### config.mk
export PLATFORM = sky130hd
export DESIGN_NAME = swp_sweep_unit
export DESIGN_NICKNAME = d
export VERILOG_FILES = /design/src/rtl/swp_pkg.sv /design/src/rtl/swp_regfile.sv /design/src/rtl/swp_pacer.sv /design/src/rtl/swp_adjust.sv /design/src/rtl/swp_sweep_unit.sv
export SDC_FILE = /design/constraint.sdc
export NUM_CORES = 1
export LEC_CHECK = 0
export BUFFER_PORTS_ARGS = -buffer_cell sky130_fd_sc_hd__buf_2
export CAP_MARGIN = 20
export CORE_MARGIN = 2
export CORE_UTILIZATION = 35
export DETAILED_ROUTE_END_ITERATION = 6
export PLACE_DENSITY = 0.64
export SLEW_MARGIN = 20
export SYNTH_ARGS = -nofsm -noshare
export SYNTH_HDL_FRONTEND = slang
export SYNTH_HIERARCHICAL = 1
export SYNTH_SLANG_ARGS = --single-unit
export TNS_END_PERCENT = 50
### constraint.sdc
create_clock -name clk -period 12.4 [get_ports clk]
set_clock_uncertainty 0.05 [all_clocks]
set_input_delay 1.24 -clock clk [delete_from_list [all_inputs] [get_ports clk]]
set_output_delay 1.24 -clock clk [all_outputs]
set_load 0.005 [all_outputs]
### src/rtl/swp_pkg.sv
package swp_pkg;
  localparam int PER_W = 3;
  localparam int SHF_W = 3;

  typedef struct packed {
    logic [PER_W-1:0] period;
    logic             dec;
    logic [SHF_W-1:0] shift;
  } swp_ctl_t;

  // Control byte: period in 6..4, direction in 3, shift in 2..0
  function automatic swp_ctl_t swp_decode(input logic [7:0] b);
    swp_ctl_t c;
    c.period = b[6:4];
    c.dec    = b[3];
    c.shift  = b[2:0];
    return c;
  endfunction
endpackage

### src/rtl/swp_regfile.sv
module swp_regfile #(
  parameter int NREGS  = 5,
  parameter int DATA_W = 8,
  parameter int ADDR_W = 3
) (
  input  logic                    clk,
  input  logic                    rst_n,
  input  logic                    wr_en,
  input  logic [ADDR_W-1:0]       wr_addr,
  input  logic [DATA_W-1:0]       wr_data,
  input  logic [ADDR_W-1:0]       rd_addr,
  output logic [DATA_W-1:0]       rd_data,
  output logic [NREGS*DATA_W-1:0] regs_flat
);
  logic [DATA_W-1:0] store [NREGS];

  for (genvar g = 0; g < NREGS; g++) begin : g_reg
    always_ff @(posedge clk or negedge rst_n) begin
      if (!rst_n)
        store[g] <= '0;
      else if (wr_en && (wr_addr == ADDR_W'(g)))
        store[g] <= wr_data;
    end
    assign regs_flat[g*DATA_W +: DATA_W] = store[g];
  end

  always_comb begin
    rd_data = '0;
    for (int i = 0; i < NREGS; i++)
      if (rd_addr == ADDR_W'(i)) rd_data = store[i];
  end
endmodule

### src/rtl/swp_pacer.sv
module swp_pacer #(
  parameter int STEP_W = 3,
  parameter int PER_W  = 3,
  parameter int SHF_W  = 3,
  parameter int STEP_A = 2,
  parameter int STEP_B = 6
) (
  input  logic              clk,
  input  logic              rst_n,
  input  logic              tick,
  input  logic [STEP_W-1:0] step,
  input  logic              hold,
  input  logic              clr,
  input  logic [PER_W-1:0]  period,
  input  logic [SHF_W-1:0]  shift,
  output logic              fire,
  output logic [PER_W-1:0]  cnt
);
  logic             on_step;
  logic             live;
  logic [PER_W:0]   cnt_inc;
  logic             reach;

  assign on_step = (step == STEP_W'(STEP_A)) || (step == STEP_W'(STEP_B));
  assign live    = tick && on_step && !hold && (period != '0) && (shift != '0);
  assign cnt_inc = {1'b0, cnt} + 1'b1;
  assign reach   = cnt_inc >= {1'b0, period};
  assign fire    = live && reach;

  always_ff @(posedge clk or negedge rst_n) begin
    if (!rst_n)
      cnt <= '0;
    else if (clr)
      cnt <= '0;
    else if (live)
      cnt <= reach ? '0 : cnt_inc[PER_W-1:0];
  end
endmodule

### src/rtl/swp_adjust.sv
module swp_adjust #(
  parameter int FREQ_W = 11,
  parameter int SHF_W  = 3
) (
  input  logic [FREQ_W-1:0] freq,
  input  logic [SHF_W-1:0]  shift,
  input  logic              dec,
  output logic [FREQ_W-1:0] freq_next,
  output logic              ovf
);
  logic [FREQ_W-1:0] delta;
  logic [FREQ_W:0]   sum;

  assign delta = freq >> shift;
  assign sum   = {1'b0, freq} + {1'b0, delta};

  always_comb begin
    ovf = 1'b0;
    if (dec) begin
      freq_next = (freq >= delta) ? (freq - delta) : '0;
    end else begin
      freq_next = sum[FREQ_W-1:0];
      ovf       = sum[FREQ_W];
    end
  end
endmodule

### src/rtl/swp_sweep_unit.sv
module swp_sweep_unit #(
  parameter int FREQ_W = 11,
  parameter int DATA_W = 8,
  parameter int ADDR_W = 3,
  parameter int NREGS  = 5,
  parameter int STEP_W = 3,
  parameter int STEP_A = 2,
  parameter int STEP_B = 6
) (
  input  logic              clk,
  input  logic              rst_n,
  input  logic              wr_en,
  input  logic [ADDR_W-1:0] wr_addr,
  input  logic [DATA_W-1:0] wr_data,
  input  logic [ADDR_W-1:0] rd_addr,
  output logic [DATA_W-1:0] rd_data,
  input  logic              seq_tick,
  input  logic [STEP_W-1:0] seq_step,
  output logic [FREQ_W-1:0] freq_o,
  output logic              chan_off_o
);
  import swp_pkg::*;

  localparam int HI_W    = FREQ_W - DATA_W;
  localparam int CTL_OFS = 0;
  localparam int FLO_OFS = 3;
  localparam int FHI_OFS = 4;

  logic [NREGS*DATA_W-1:0] regs_flat;
  swp_ctl_t                ctl;
  logic [PER_W-1:0]        ctl_period;
  logic                    ctl_dec;
  logic [PER_W-1:0]        sweep_cnt;
  logic                    fire;
  logic [FREQ_W-1:0]       freq_q;
  logic [FREQ_W-1:0]       freq_next;
  logic                    ovf;
  logic                    off_q;
  logic                    wr_ctl, wr_lo, wr_hi;

  assign wr_ctl = wr_en && (wr_addr == ADDR_W'(CTL_OFS));
  assign wr_lo  = wr_en && (wr_addr == ADDR_W'(FLO_OFS));
  assign wr_hi  = wr_en && (wr_addr == ADDR_W'(FHI_OFS));

  swp_regfile #(.NREGS(NREGS), .DATA_W(DATA_W), .ADDR_W(ADDR_W)) u_regs (
    .clk(clk), .rst_n(rst_n), .wr_en(wr_en), .wr_addr(wr_addr),
    .wr_data(wr_data), .rd_addr(rd_addr), .rd_data(rd_data),
    .regs_flat(regs_flat)
  );

  assign ctl        = swp_decode(regs_flat[CTL_OFS*DATA_W +: 8]);
  assign ctl_period = ctl.period;
  assign ctl_dec    = ctl.dec;

  swp_pacer #(.STEP_W(STEP_W), .PER_W(PER_W), .SHF_W(SHF_W),
              .STEP_A(STEP_A), .STEP_B(STEP_B)) u_pacer (
    .clk(clk), .rst_n(rst_n), .tick(seq_tick), .step(seq_step),
    .hold(wr_en), .clr(wr_ctl), .period(ctl.period), .shift(ctl.shift),
    .fire(fire), .cnt(sweep_cnt)
  );

  swp_adjust #(.FREQ_W(FREQ_W), .SHF_W(SHF_W)) u_adjust (
    .freq(freq_q), .shift(ctl.shift), .dec(ctl.dec),
    .freq_next(freq_next), .ovf(ovf)
  );

  always_ff @(posedge clk or negedge rst_n) begin
    if (!rst_n) begin
      freq_q <= '0;
      off_q  <= 1'b0;
    end else if (wr_en) begin
      if (wr_lo) freq_q[DATA_W-1:0] <= wr_data;
      if (wr_hi) begin
        freq_q[FREQ_W-1:DATA_W] <= wr_data[HI_W-1:0];
        off_q <= 1'b0;
      end
    end else if (fire) begin
      if (ovf) off_q  <= 1'b1;
      else     freq_q <= freq_next;
    end
  end

  assign freq_o     = freq_q;
  assign chan_off_o = off_q;
endmodule

# After elaboration in Yosys (flattened, before gate mapping)
# Cells that the tools add are included.
# classes
reduce_logical,22
add_sub_neg,3
muxes,20
magnitude_cmp,2
n_eq_ne,13
shifts,1
# op_table
operator,count
11-bit 2-to-1 mux,5
8-bit 2-to-1 mux,6
3-bit by 2-bit == test with 1-bit output (second input constant),5
11-bit by 11-bit adder with 12-bit output,1
3-bit 2-to-1 mux,4
11-bit greater-or-equal comparator,1
11-bit by 3-bit >> shifter with 11-bit output,1
11-bit subtractor,1
1-bit logical AND,10
3-bit == test (second input constant),3
3-bit AND reduction,3
3-bit by 1-bit == test with 1-bit output (second input constant),2
3-bit zero test,2
2-bit nonzero test,3
3-bit nonzero test,2
1-bit 2-to-1 mux,5
3-bit by 1-bit adder with 4-bit output (second input constant),1
4-bit by 3-bit greater-or-equal comparator with 1-bit output,1
2-bit by 1-bit inequality test with 1-bit output (second input constant),2
2-bit inequality test (second input constant),1
1-bit zero test,1
1-bit logical OR,1
# totals
elab_cells,70
inputBits,21
reg_bits,55
out_inout_bits,20

# Logic depth before layout (Yosys ltp)
# Gate-level depths: netlist of the first run.
# depth
word_depth,9
ltp_mapped,18
mapped_depth_nobuf,16

# By module
# Netlist of the first run, hierarchy kept.
# by_module_without_submodules
module,instances,cells_each,area_per_inst_um2,seq_area_each_um2
swp_regfile,1,138,1900.6,1001.0
swp_adjust,1,214,1514.0,0.0
swp_sweep_unit,1,55,660.6,300.3
swp_pacer,1,32,295.3,75.1

# Worst setup path before layout of the first run
# OpenSTA, ideal clock, no wires.
# synth_timing
path_type,reg-to-reg
start,register u_regs.store (netlist bit u_regs/regs_flat[0])
end,register freq_q[6] (netlist: freq_o[6])
synth_period_minus_slack_ps,3877
path_stages_with_launch,16
slack_ps,8523
path_buffers,2
arrival_time_ps,3702
setup_ps,125
required_time_ps,12225
cell_sequence,dfrtp_1 > buf_1 > mux2_2 > nor2_1 > a21oi_1 > mux2i_1 > ha_1 > buf_2 > a21o_1 > nor2b_1 > a211o_1 > a31o_4 > and3_1 > o32a_1 > mux2_2 > mux2_4
# synth_between
elab_chain_len,7
word_cells_on_any_way,16
classes_between,2 x add/sub; 1 x order compare; 1 x eq/ne; 1 x shift; 6 x mux; 5 x reduce/logical
# synth_rtl
item,line,text
from (decl),swp_regfile.sv:15,logic [DATA_W-1:0] store [NREGS];
"from (signal, indexed assignment)",swp_regfile.sv:22,store[g] <= wr_data;
11-bit by 3-bit >> shifter with 11-bit output (*),swp_adjust.sv:14,assign delta = freq >> shift;
11-bit subtractor or 11-bit greater-or-equal comparator (tied branches),swp_adjust.sv:20,freq_next = (freq >= delta) ? (freq - delta) : '0;
11-bit 2-to-1 mux,swp_adjust.sv:20,
11-bit 2-to-1 mux (*),swp_adjust.sv:19,if (dec) begin
net freq_next[6],swp_sweep_unit.sv:36,logic [FREQ_W-1:0] freq_next;
11-bit 2-to-1 mux (*),swp_sweep_unit.sv:78,if (ovf) off_q <= 1'b1;
11-bit 2-to-1 mux (*),swp_sweep_unit.sv:77,end else if (fire) begin
11-bit 2-to-1 mux (*),swp_sweep_unit.sv:71,end else if (wr_en) begin
"to (signal, indexed assignment)",swp_sweep_unit.sv:72,if (wr_lo) freq_q[DATA_W-1:0] <= wr_data;
"to (signal, indexed assignment)",swp_sweep_unit.sv:74,freq_q[FREQ_W-1:DATA_W] <= wr_data[HI_W-1:0];
to (signal assigned),swp_sweep_unit.sv:79,else freq_q <= freq_next;
to (decl),swp_sweep_unit.sv:35,logic [FREQ_W-1:0] freq_q;
# Mark *: on every way through the listed nets, which the timed path passes. The rest lies on a longest branch. The select of a mux whose other input is x is not followed.
# A chain may end at the register's enable or synchronous reset.

# Final worst setup path of the first run
# layout_timing
start,register u_regs.store (netlist bit u_regs/regs_flat[0])
end,register freq_q[7] (netlist: freq_o[7])
# layout_between
word_cells_on_any_way,16
classes_between,2 x add/sub; 1 x order compare; 1 x eq/ne; 1 x shift; 6 x mux; 5 x reduce/logical
# layout_lines
item,line,text
11-bit by 3-bit >> shifter with 11-bit output,swp_adjust.sv:14,
11-bit by 11-bit adder with 12-bit output,swp_adjust.sv:15,"assign sum = {1'b0, freq} + {1'b0, delta};"
1-bit 2-to-1 mux,swp_adjust.sv:19,
net ovf,swp_sweep_unit.sv:37,logic ovf;
2-bit inequality test (no line),n/a,
3-bit AND reduction (no line),n/a,
# The timed path passes the listed nets, and every way through them passes these cells. The select of a mux whose other input is x is not followed.

==> results of run 1 <==
==> registers in the layout, summed over array words and instances, names as in the netlist <==
register / count
chan_off_o: 1
freq_o: 11
u_pacer/cnt: 3
u_regs/regs_flat: 40
==> per-stage QoR <==
stage | cells | worst slack [ps] | instance area, um2
2_1_floorplan | 439 | 8520 | 4370
3_3_place_gp | 626 | 8080 | 4680
3_5_place_dp | 626 | 8060 | 4680
4_1_cts | 634 | 8040 | 4820
5_1_grt | 634 | 7760 | 4820
6_report | 634 | 8050 | 4820
==> power breakdown <==
group	total (mW)	switching [mW]	internal (mW)
combinational	0.785	0.432	0.353
clock	0.137	0.0623	0.0747
sequential	0.296	0.0662	0.229
==> critical path: stages (launching register included) <==
cell and delay (ps):
dfrtp_1 730, mux2_2 420, mux2_2 260, o21ai_0 400, inv_1 90, ha_1 290
o31a_1 340, o22ai_1 260, nor2_1 80, o311a_1 330, nor3b_2 200, a41o_1 440
mux2_4 340
==> area by class of cell <==
type,instances,share of cell area [%]
Clock buffer,6,2.67
Clock inverter,2,0.260
Inverter,32,2.49
Multi-Input combinational cell,330,57.3
Sequential cell,55,28.5
Tap cell,168,4.36
Timing Repair Buffer,41,4.36
==> layer usage <==
| metal | global-route usage [%] | share of wire, % | vias to the layer above |
|---|---|---|---|
| li1 | - | - | 1657 |
| met1 | 22.7 | 49 | 1618 |
| met2 | 27.2 | 47 | 61 |
| met3 | 1.83 | 3.0 | 10 |
| met4 | 3.41 | 0.97 | 0 |
| met5 | 0 | 0 | - |
==> cells in the final DEF (no fill, tap or decap), types with 6 or more instances in the layout <==
cell type	count
nand2_1	20
dfrtp_1	55
inv_1	31
o21a_1	7
nand3_1	6
buf_2	39
a31oi_1	8
a21oi_1	22
ha_1	28
nor2_1	21
nand3b_1	7
nand2b_1	10
mux2i_1	19
a21o_1	6
o21ai_0	24
mux2_2	56
mux2_4	8
==> final timing paths <==
kind,to,slack (ps),cells after the start
worst max-delay path,freq_o[7],8050,12
worst min-delay path,u_regs/regs_flat[39],460,1
max in group asynchronous,freq_o[6],10800,2
worst max register to register,freq_o[7],8050,12
min in group asynchronous,u_regs/regs_flat[19],1030,2
worst min register to register,u_regs/regs_flat[39],460,1
==> cells by family after synthesis <==
logic type / count (synthesis) / synth area share [%]
AOI/OAI and AO/OA: 108 / 16.8
and+or+nand+nor: 102 / 14.3
muxes: 84 / 22.0
DFF: 55 / 31.5
buffers and inverters: 54 / 5.30
adders and majority gates: 30 / 8.93
xor gates and xnor gates: 6 / 1.20
==> results by group, run 1 <==
Status
  – Status: completed

Routing
  – Wire per inst: 16.4 um
  – Via count: 3346
  – WL final: 10400 um
  – Via-to-Cell Ratio: 5.28
  – Initial DRC count: 156
  – DRC: 0
  – DR pass1 iterations: 4
  – Post-DRT Antenna Nets: 0

STA
  – Minimum clock period: 4350 ps
  – Setup TNS: 0 ps
  – Setup-failing EPs final: 0
  – RSZ-0062 raised after global routing: no
  – Max Freq: 230 MHz
  – Hold Vio Cnt, Final: 0
  – Worst hold slack: 458 ps
  – Crit share post-route: 35.1%
  – Least-Margin Pin Slew: 768 ps
  – Slew Limit Fails: 0
  – Relative slew slack: 48.5%

Synth
  – Cell variety after synth: 66
  – Sequential share of the synthesized area: 31.5%
  – Syn nets: 490
  – Most common cell in the synthesized netlist: mux2_2
  – Synth top area cells: dfrtp_1 31%, mux2_2 14%, ha_1 8.0%, mux2i_1 4.4%, o21ai_0 2.7%
  – Yosys warning count: 6
  – Cells after Synth: 439
  – Seq cells post-synth: 55
  – Synthesized area per cell: 9.96 um2
  – Post-synth top cells: 56 x mux2_2, 55 x dfrtp_1, 31 x inv_1
  – Cell taking the most area after synthesis: dfrtp_1
  – Post-synth EDFFs: 0
  – Share of flip-flops with an asynchronous set or reset: 100%
  – Post-Syn Area: 4370 um2
  – Synth top area share: 31.5%
  – Dominant synthesized flop cell: dfrtp_1

Clock network
  – Setup Buffers After CTS: 0
  – Clk buf depth: 2
  – Post_cts resized: 0
  – TritonCTS clock tree: yes
  – Worst skew pair latency: 300 ps
  – H-tree levels: 2
  – Num CTS Buffers: 5
  – Clock root cell: clkbuf_16
  – Clock-pin slew on the worst setup and hold paths: 70 ps
  – CTS Hold Buffers Added: 0
  – CTS sink count: 55

Placed design
  – Detail Placement HPWL: 7660 um
  – PortBufs: 39
  – Routability cong.: 0.883

Floorplan
  – Starting Density: 36.1%
  – Die Y: 116 um
  – Rows: 40
  – Die area: 13400 um2
  – Core box area: 12100 um2
  – Io pins: 41
  – Die X-Extent: 116 um

Cells and area
  – Fillers: 1251
  – Post-layout nets: 516
  – Footprint of the multi-input gates: 2760 um2
  – Share of cells above drive strength 1: 27.3%
  – Inserted Diodes: 0
  – Synthesis-to-layout area growth: 10.3%
  – Register area: 1380 um2
  – Fin util: 39.8%

Critical path
  – CP Launch Point: u_regs/regs_flat[0]
  – CP arrival: 4480 ps
  – CP required: 12520 ps
  – Endpoint class of the critical path: register
  – CP startpoint kind: register
  – R2R Path Start: u_regs/regs_flat[0]
  – Setup CP Type: reg -> reg
  – CP Max Fanout: 15

Min path
  – Hold path startpoint: u_regs/regs_flat[39]
  – HP Class: reg -> reg

Power and ir drop
  – VDD IR-drop max: 0.0721 mV
  – Lkg Pwr: 2.18 nW
  – Power density over cell area: 253 nW/um2
  – Final total power: 1.22 mW

GRT
  – First-pass GRT wire length: 17400 um
  – Vias in the first global route: 3432
  – Pin count of the biggest net entering global routing: 56
  – Overall routing resource usage: 16.2%
  – Initial antenna violation count: 0
  – Total grt overflow: 0

Flow run
  – Max cap viols: 0
Note: power is estimated with default switching activity, not from simulation.
==> run 2, diff against run 1 <==
--- a/config.mk
+++ b/config.mk
@@ -5,12 +5,13 @@
 export SDC_FILE = /design/constraint.sdc
 export NUM_CORES = 1
 export LEC_CHECK = 0
+export ABC_AREA = 1
 export BUFFER_PORTS_ARGS = -buffer_cell sky130_fd_sc_hd__buf_2
 export CAP_MARGIN = 20
 export CORE_MARGIN = 2
 export CORE_UTILIZATION = 35
 export DETAILED_ROUTE_END_ITERATION = 6
-export PLACE_DENSITY = 0.64
+export PLACE_DENSITY = 0.65
 export SLEW_MARGIN = 20
 export SYNTH_ARGS = -nofsm -noshare
 export SYNTH_HDL_FRONTEND = slang
==> constraint.sdc (replaced) <==
create_clock -name clk -period 3.9 [get_ports clk]
set_clock_uncertainty 0.05 [all_clocks]
set_input_delay 0.39 -clock clk [delete_from_list [all_inputs] [get_ports clk]]
set_output_delay 0.39 -clock clk [all_outputs]
set_load 0.005 [all_outputs]
==> run 2 against run 1 <==
Register-to-register slack got worse by 7500 ps. Utilization decreased by 0.80 points. Cell count increased by 43%. Critical path depth increased by 7. Global-route usage increased by 0.57 points.
==> results by group, run 2 <==
Critical path
  – CP Max Fanout: 13
  – Slowest stage delay, CP: 590 ps
  – CP startpoint kind: register
  – CP arrival: 3480 ps
  – WP depth: 19
  – Critical Path End: freq_o[7]
  – Critical path buffer and inverter count: 4
  – RR Endpoint: freq_o[7]
  – Crit path cell chain: inv_1 > nand3_1 > o21ai_1 > o21ai_1 > inv_1 > ha_1 > inv_1 > nand2_1 > nand3_2 > nand3_1 > nand2_1 > nand2_1 > nand3_1 > nand2_1 > inv_1 > o21ai_4 > nand2_2 > nand2_1 > nand2_1
  – CP required: 4040 ps
  – Endpoint class of the critical path: register
  – Reg2Reg Depth: 19
  – R2R setup slack: 550 ps
  – Setup CP Type: reg -> reg
  – R2R Path Start: u_regs/regs_flat[1]
  – Most used cell, CP: nand2_1
  – CP Launch Point: u_regs/regs_flat[1]
  – Slowest stage cell, crit path: dfrtp_1
  – Top cell family by delay on the critical path: simple AND/OR/NAND/NOR gates

Cells and area
  – Non-Filler Instances: 908
  – Fillers: 1457
  – Inserted Diodes: 0
  – Fin util: 39.0%
  – Post-layout nets: 782
  – Share of cells above drive strength 1: 13.5%
  – Synthesis-to-layout area growth: 8.80%
  – Max reg flops: 40
  – Final instance area: 5160 um2
  – Commonest non-fill, non-tap cell in the layout: nand2_1
  – Most frequent cells in the layout: 257 x nand2_1, 81 x inv_1, 74 x nand3_1, 55 x dfrtp_1, 50 x nor2_1

Synth
  – Share of flip-flops with an asynchronous set or reset: 100%
  – Seq cells post-synth: 55
  – Synth top area share: 29.0%
  – Synth top area cells: dfrtp_1 29%, nand2_1 20%, nand3_1 7.8%, ha_1 7.4%, inv_1 6.4%
  – Sequential share of the synthesized area: 29.0%
  – Cells after Synth: 706
  – Post-synth EDFFs: 0
  – Dominant synthesized flop cell: dfrtp_1
  – Post-synth top cells: 257 x nand2_1, 81 x inv_1, 74 x nand3_1
  – Yosys warning count: 6
  – Syn nets: 757
  – Most common cell in the synthesized netlist: nand2_1
  – Post-Syn Area: 4750 um2
  – Cell variety after synth: 38
  – Synthesized area per cell: 6.72 um2
  – Cell taking the most area after synthesis: dfrtp_1

Clock network
  – Clock-pin slew on the worst setup and hold paths: 70 ps
  – Post_cts resized: 0
  – Clk buf depth: 2
  – H-tree levels: 2
  – Clock root cell: clkbuf_16
  – Worst skew pair latency: 290 ps
  – CTS sink count: 55
  – CTS Hold Buffers Added: 0
  – TritonCTS clock tree: yes
  – Setup Buffers After CTS: 0
  – Num CTS Buffers: 5

Floorplan
  – Die area: 14500 um2
  – Rows: 42
  – Starting Density: 35.8%
  – Die X-Extent: 120 um
  – Io pins: 41
  – Die Y: 120 um
  – Core box area: 13200 um2

STA
  – Max Freq: 299 MHz
  – RSZ-0062 raised after global routing: no
  – Minimum clock period: 3350 ps
  – Slew Limit Fails: 0
  – Worst hold slack: 41.0 ps
  – Setup TNS: 0 ps
  – Setup-failing EPs final: 0
  – Crit share post-route: 85.8%
  – Hold Vio Cnt, Final: 0
  – Relative slew slack: 60.3%
  – Least-Margin Pin Slew: 592 ps

Placed design
  – PortBufs: 39
  – Detail Placement HPWL: 9180 um
  – Post-Place Cells: 900
  – Post-place instance area: 4970 um2
  – Routability cong.: 0.836

Status
  – Status: completed

GRT
  – Busiest metal layer after global routing: met2
  – Pin count of the biggest net entering global routing: 46
  – GR Layer Usage met1: 23.3%
  – Total grt overflow: 0
  – Vias in the first global route: 4049
  – Met3 Usage GRT: 1.79%
  – Initial antenna violation count: 0
  – Overall routing resource usage: 16.8%
  – First-pass GRT wire length: 19800 um
  – Met2 global-route usage: 28.0%

Routing
  – Via-to-Cell Ratio: 4.84
  – WL final: 11700 um
  – DR pass1 iterations: 5
  – Wire per inst: 12.8 um
  – Via count: 4392
  – Initial DRC count: 281
  – Post-DRT Antenna Nets: 0
  – DRC: 0

Flow run
  – Max cap viols: 0

Power and ir drop
  – Lkg Pwr: 2.86 nW
  – VDD IR-drop max: 0.318 mV
  – Power density over cell area: 674 nW/um2

Min path
  – HP Class: in -> async
-- run 2: worst min path at each step --
stage                         start              endpoint  cells past startpoint
5_1_grt                       rst_n  u_regs/regs_flat[30]                      1
3_5_place_dp   u_regs/regs_flat[31]  u_regs/regs_flat[31]                      2
4_1_cts                       rst_n   u_regs/regs_flat[6]                      1
3_3_place_gp   u_regs/regs_flat[28]  u_regs/regs_flat[28]                      2
2_1_floorplan                 rst_n            chan_off_o                      0
6_report                      rst_n  u_regs/regs_flat[30]                      1
-- run 2: kinds of logic after synthesis --
kind of cell    synth area share, %
compound gates                 10.7
xor+xnor                       1.11
fa+ha+maj                      8.22
buf+inv                        11.3
flops                          29.0
simple gates                   39.7
-- run 2: area by class of cell --
| type | count | area (um2) | area share, % |
|---|---|---|---|
| multi-input cells | 540 | 2830 | 54.8 |
| flip-flops and latches | 55 | 1380 | 26.6 |
| inverters | 88 | 330 | 6.40 |
| well taps | 176 | 220 | 4.26 |
| repair buffers | 41 | 213 | 4.12 |
| clock buffers | 5 | 125 | 2.42 |
| clock inverters | 3 | 67.6 | 1.31 |
-- run 2: through the flow --
stage               power, mW  setup WS [ps]
floorplan                2.51           1290
global placement         2.89            611
detailed placement       2.90            546
CTS                      3.49            550
global route             3.87            130
finish                   3.48            554
-- run 2: report_power, final --
group | total, mW | internal (mW) | switching [mW]
logic | 2.05 | 0.732 | 1.31
clock network | 0.576 | 0.368 | 0.208
registers | 0.861 | 0.694 | 0.167
total | 3.48 | 1.79 | 1.69
-- run 2: layer usage --
| layer | wire, um | up-vias |
|---|---|---|
| met5 | 0 | - |
| met2 | 5410 | 98 |
| met3 | 508 | 13 |
| li1 | - | 2294 |
| met1 | 5570 | 1987 |
| met4 | 167 | 0 |
==> run 3, diff against run 2 <==
--- a/config.mk
+++ b/config.mk
@@ -5,13 +5,12 @@
 export SDC_FILE = /design/constraint.sdc
 export NUM_CORES = 1
 export LEC_CHECK = 0
-export ABC_AREA = 1
 export BUFFER_PORTS_ARGS = -buffer_cell sky130_fd_sc_hd__buf_2
 export CAP_MARGIN = 20
 export CORE_MARGIN = 2
 export CORE_UTILIZATION = 35
 export DETAILED_ROUTE_END_ITERATION = 6
-export PLACE_DENSITY = 0.65
+export PLACE_DENSITY = 0.66
 export SLEW_MARGIN = 20
 export SYNTH_ARGS = -nofsm -noshare
 export SYNTH_HDL_FRONTEND = slang
==> run 3 against run 2 <==
Global-route usage decreased by 0.24 points. Flip-flop and latch count unchanged. Routed wire length decreased by 8.1%. Clock power fell by 26%. Sequential share of layout area rose by 0.78 points. Non-clock buffer count increased by 18. Via count decreased by 20%. Fmax decreased by 11%. Setup slack worse by 410 ps. Combinational power grew 37%. Die area is 7.7% lower. Critical path depth shrank 5. Largest cell class unchanged.
==> results by group, run 3 (same netlist as run 1, synthesis figures left out) <==
Routing
  – Post-DRT Antenna Nets: 0
  – DRC: 0
  – DR pass1 iterations: 4
  – Initial DRC count: 234
  – Wire per inst: 16.4 um
  – Via-to-Cell Ratio: 5.37
  – WL final: 10700 um
  – Via count: 3499

Floorplan
  – Core box area: 12100 um2
  – Io pins: 41
  – Die Y: 116 um
  – Die X-Extent: 116 um
  – Rows: 40
  – Starting Density: 36.1%
  – Die area: 13400 um2

Cells and area
  – Synthesis-to-layout area growth: 15.1%
  – Post-layout nets: 534
  – Most frequent cells in the layout: 56 x mux2_2, 52 x dfrtp_1, 39 x buf_2, 31 x inv_1, 26 x ha_1
  – Commonest non-fill, non-tap cell in the layout: mux2_2
  – Max reg flops: 40
  – Register area: 1380 um2
  – Fillers: 1201
  – Fin util: 41.5%
  – Footprint of the multi-input gates: 2820 um2
  – Share of cells above drive strength 1: 32.4%
  – Non-Filler Instances: 652
  – Inserted Diodes: 0

GRT
  – Pin count of the biggest net entering global routing: 31
  – Initial antenna violation count: 0
  – First-pass GRT wire length: 17700 um
  – Total grt overflow: 0
  – Vias in the first global route: 3477
  – Overall routing resource usage: 16.5%

Critical path
  – CP Launch Point: u_regs/regs_flat[0]
  – CP Max Fanout: 8
  – Setup CP Type: reg -> reg
  – CP arrival: 3880 ps
  – R2R Path Start: u_regs/regs_flat[0]
  – Reg2Reg Depth: 14
  – CP required: 4030 ps
  – R2R setup slack: 140 ps
  – CP startpoint kind: register
  – RR Endpoint: freq_o[2]
  – Endpoint class of the critical path: register

STA
  – Least-Margin Pin Slew: 744 ps
  – Slew Limit Fails: 0
  – Max Freq: 266 MHz
  – Minimum clock period: 3760 ps
  – Relative slew slack: 50.1%
  – Crit share post-route: 96.3%
  – Setup-failing EPs final: 0
  – Hold Vio Cnt, Final: 0
  – RSZ-0062 raised after global routing: yes

Power and ir drop
  – VDD IR-drop max: 0.231 mV
  – Lkg Pwr: 2.29 nW
  – Power density over cell area: 824 nW/um2

Clock network
  – Worst skew pair latency: 290 ps
  – TritonCTS clock tree: yes
  – Clk buf depth: 2
  – Clock-pin slew on the worst setup and hold paths: 70 ps
  – Clock root cell: clkbuf_16
  – H-tree levels: 2
  – CTS Hold Buffers Added: 0
  – Num CTS Buffers: 5
  – CTS sink count: 55

Flow run
  – Max cap viols: 0

Status
  – Status: completed

Placed design
  – Routability cong.: 0.873
  – Post-Place Cells: 642
  – PortBufs: 39
  – Detail Placement HPWL: 8070 um

Min path
  – HP Class: in -> async
[run 3: changes by cell type in the layout (fill, tap and decap cells not counted), sizes merged, moves of 35 or more]
cell   change
mux2      +64
nand3     -73
inv       -56
o21ai     -35
nor2      -36
nand2    -245
[run 3: timing repair]
item,4_1_cts,5_1_grt
resized for setup,0,18
setup buffers,0,2
setup endpoints to repair,0,11
hold endpoints to repair,0,0
[run 3: power by group]
group | leakage [nW] | internal [mW] | switching (mW)
logic | 1.56 | 1.31 | 1.50
clock network | 0.0679 | 0.238 | 0.190
registers | 0.658 | 0.733 | 0.177
[run 3: area by class of cell]
| type | instances | share of cell area, % |
|---|---|---|
| timing repair buffer | 59 | 7.19 |
| multi-input combinational | 330 | 56.1 |
| sequential | 55 | 27.4 |
| clock inverter | 1 | 0.0995 |
| clock buffer | 7 | 2.64 |
| inverter | 32 | 2.39 |
| tap | 168 | 4.18 |
[run 3: worst max-delay path by stage]
stage | endpoint | cells past startpoint
after global routing | freq_o[8] | 14
after global placement | freq_o[0] | 15
after CTS | freq_o[8] | 14
after detailed placement | freq_o[8] | 14
after floorplan | freq_o[6] | 15
final | freq_o[2] | 14
[run 3: worst max-delay path, cell delays in order, from the launching register on]
cell     delay (ps)
dfrtp_2         420
buf_4           160
mux2_2          340
mux2i_1         190
o22a_1          230
inv_1            60
ha_1            230
or4_1           560
o22ai_2         180
nor2_1           60
o311a_1         330
nor3b_2         200
a41o_1          170
buf_12          150
mux2_4          300
[run 3: routing by layer]
layer,GRT usage (%),vias to the layer above,wire length (um)
met5,0,-,0
met4,3.49,0,87
met3,2.30,6,336
met2,27.4,57,5250
met1,23.1,1754,5030
li1,-,1682,-
[run 3: per-stage QoR]
stage                     total power, mW  hold slack, ps  TNS, ps  setup slack [ps]  cell area (um2)
after floorplan                      2.81            44.4        0              22.9             4370
after global placement               3.48             364        0              80.2             4810
after detailed placement             3.56             373        0              53.6             4810
after CTS                            4.01            58.6        0              39.5             4950
after global routing                 4.50            87.4     -242             -36.0             5030
final                                4.14            35.6        0               144             5030
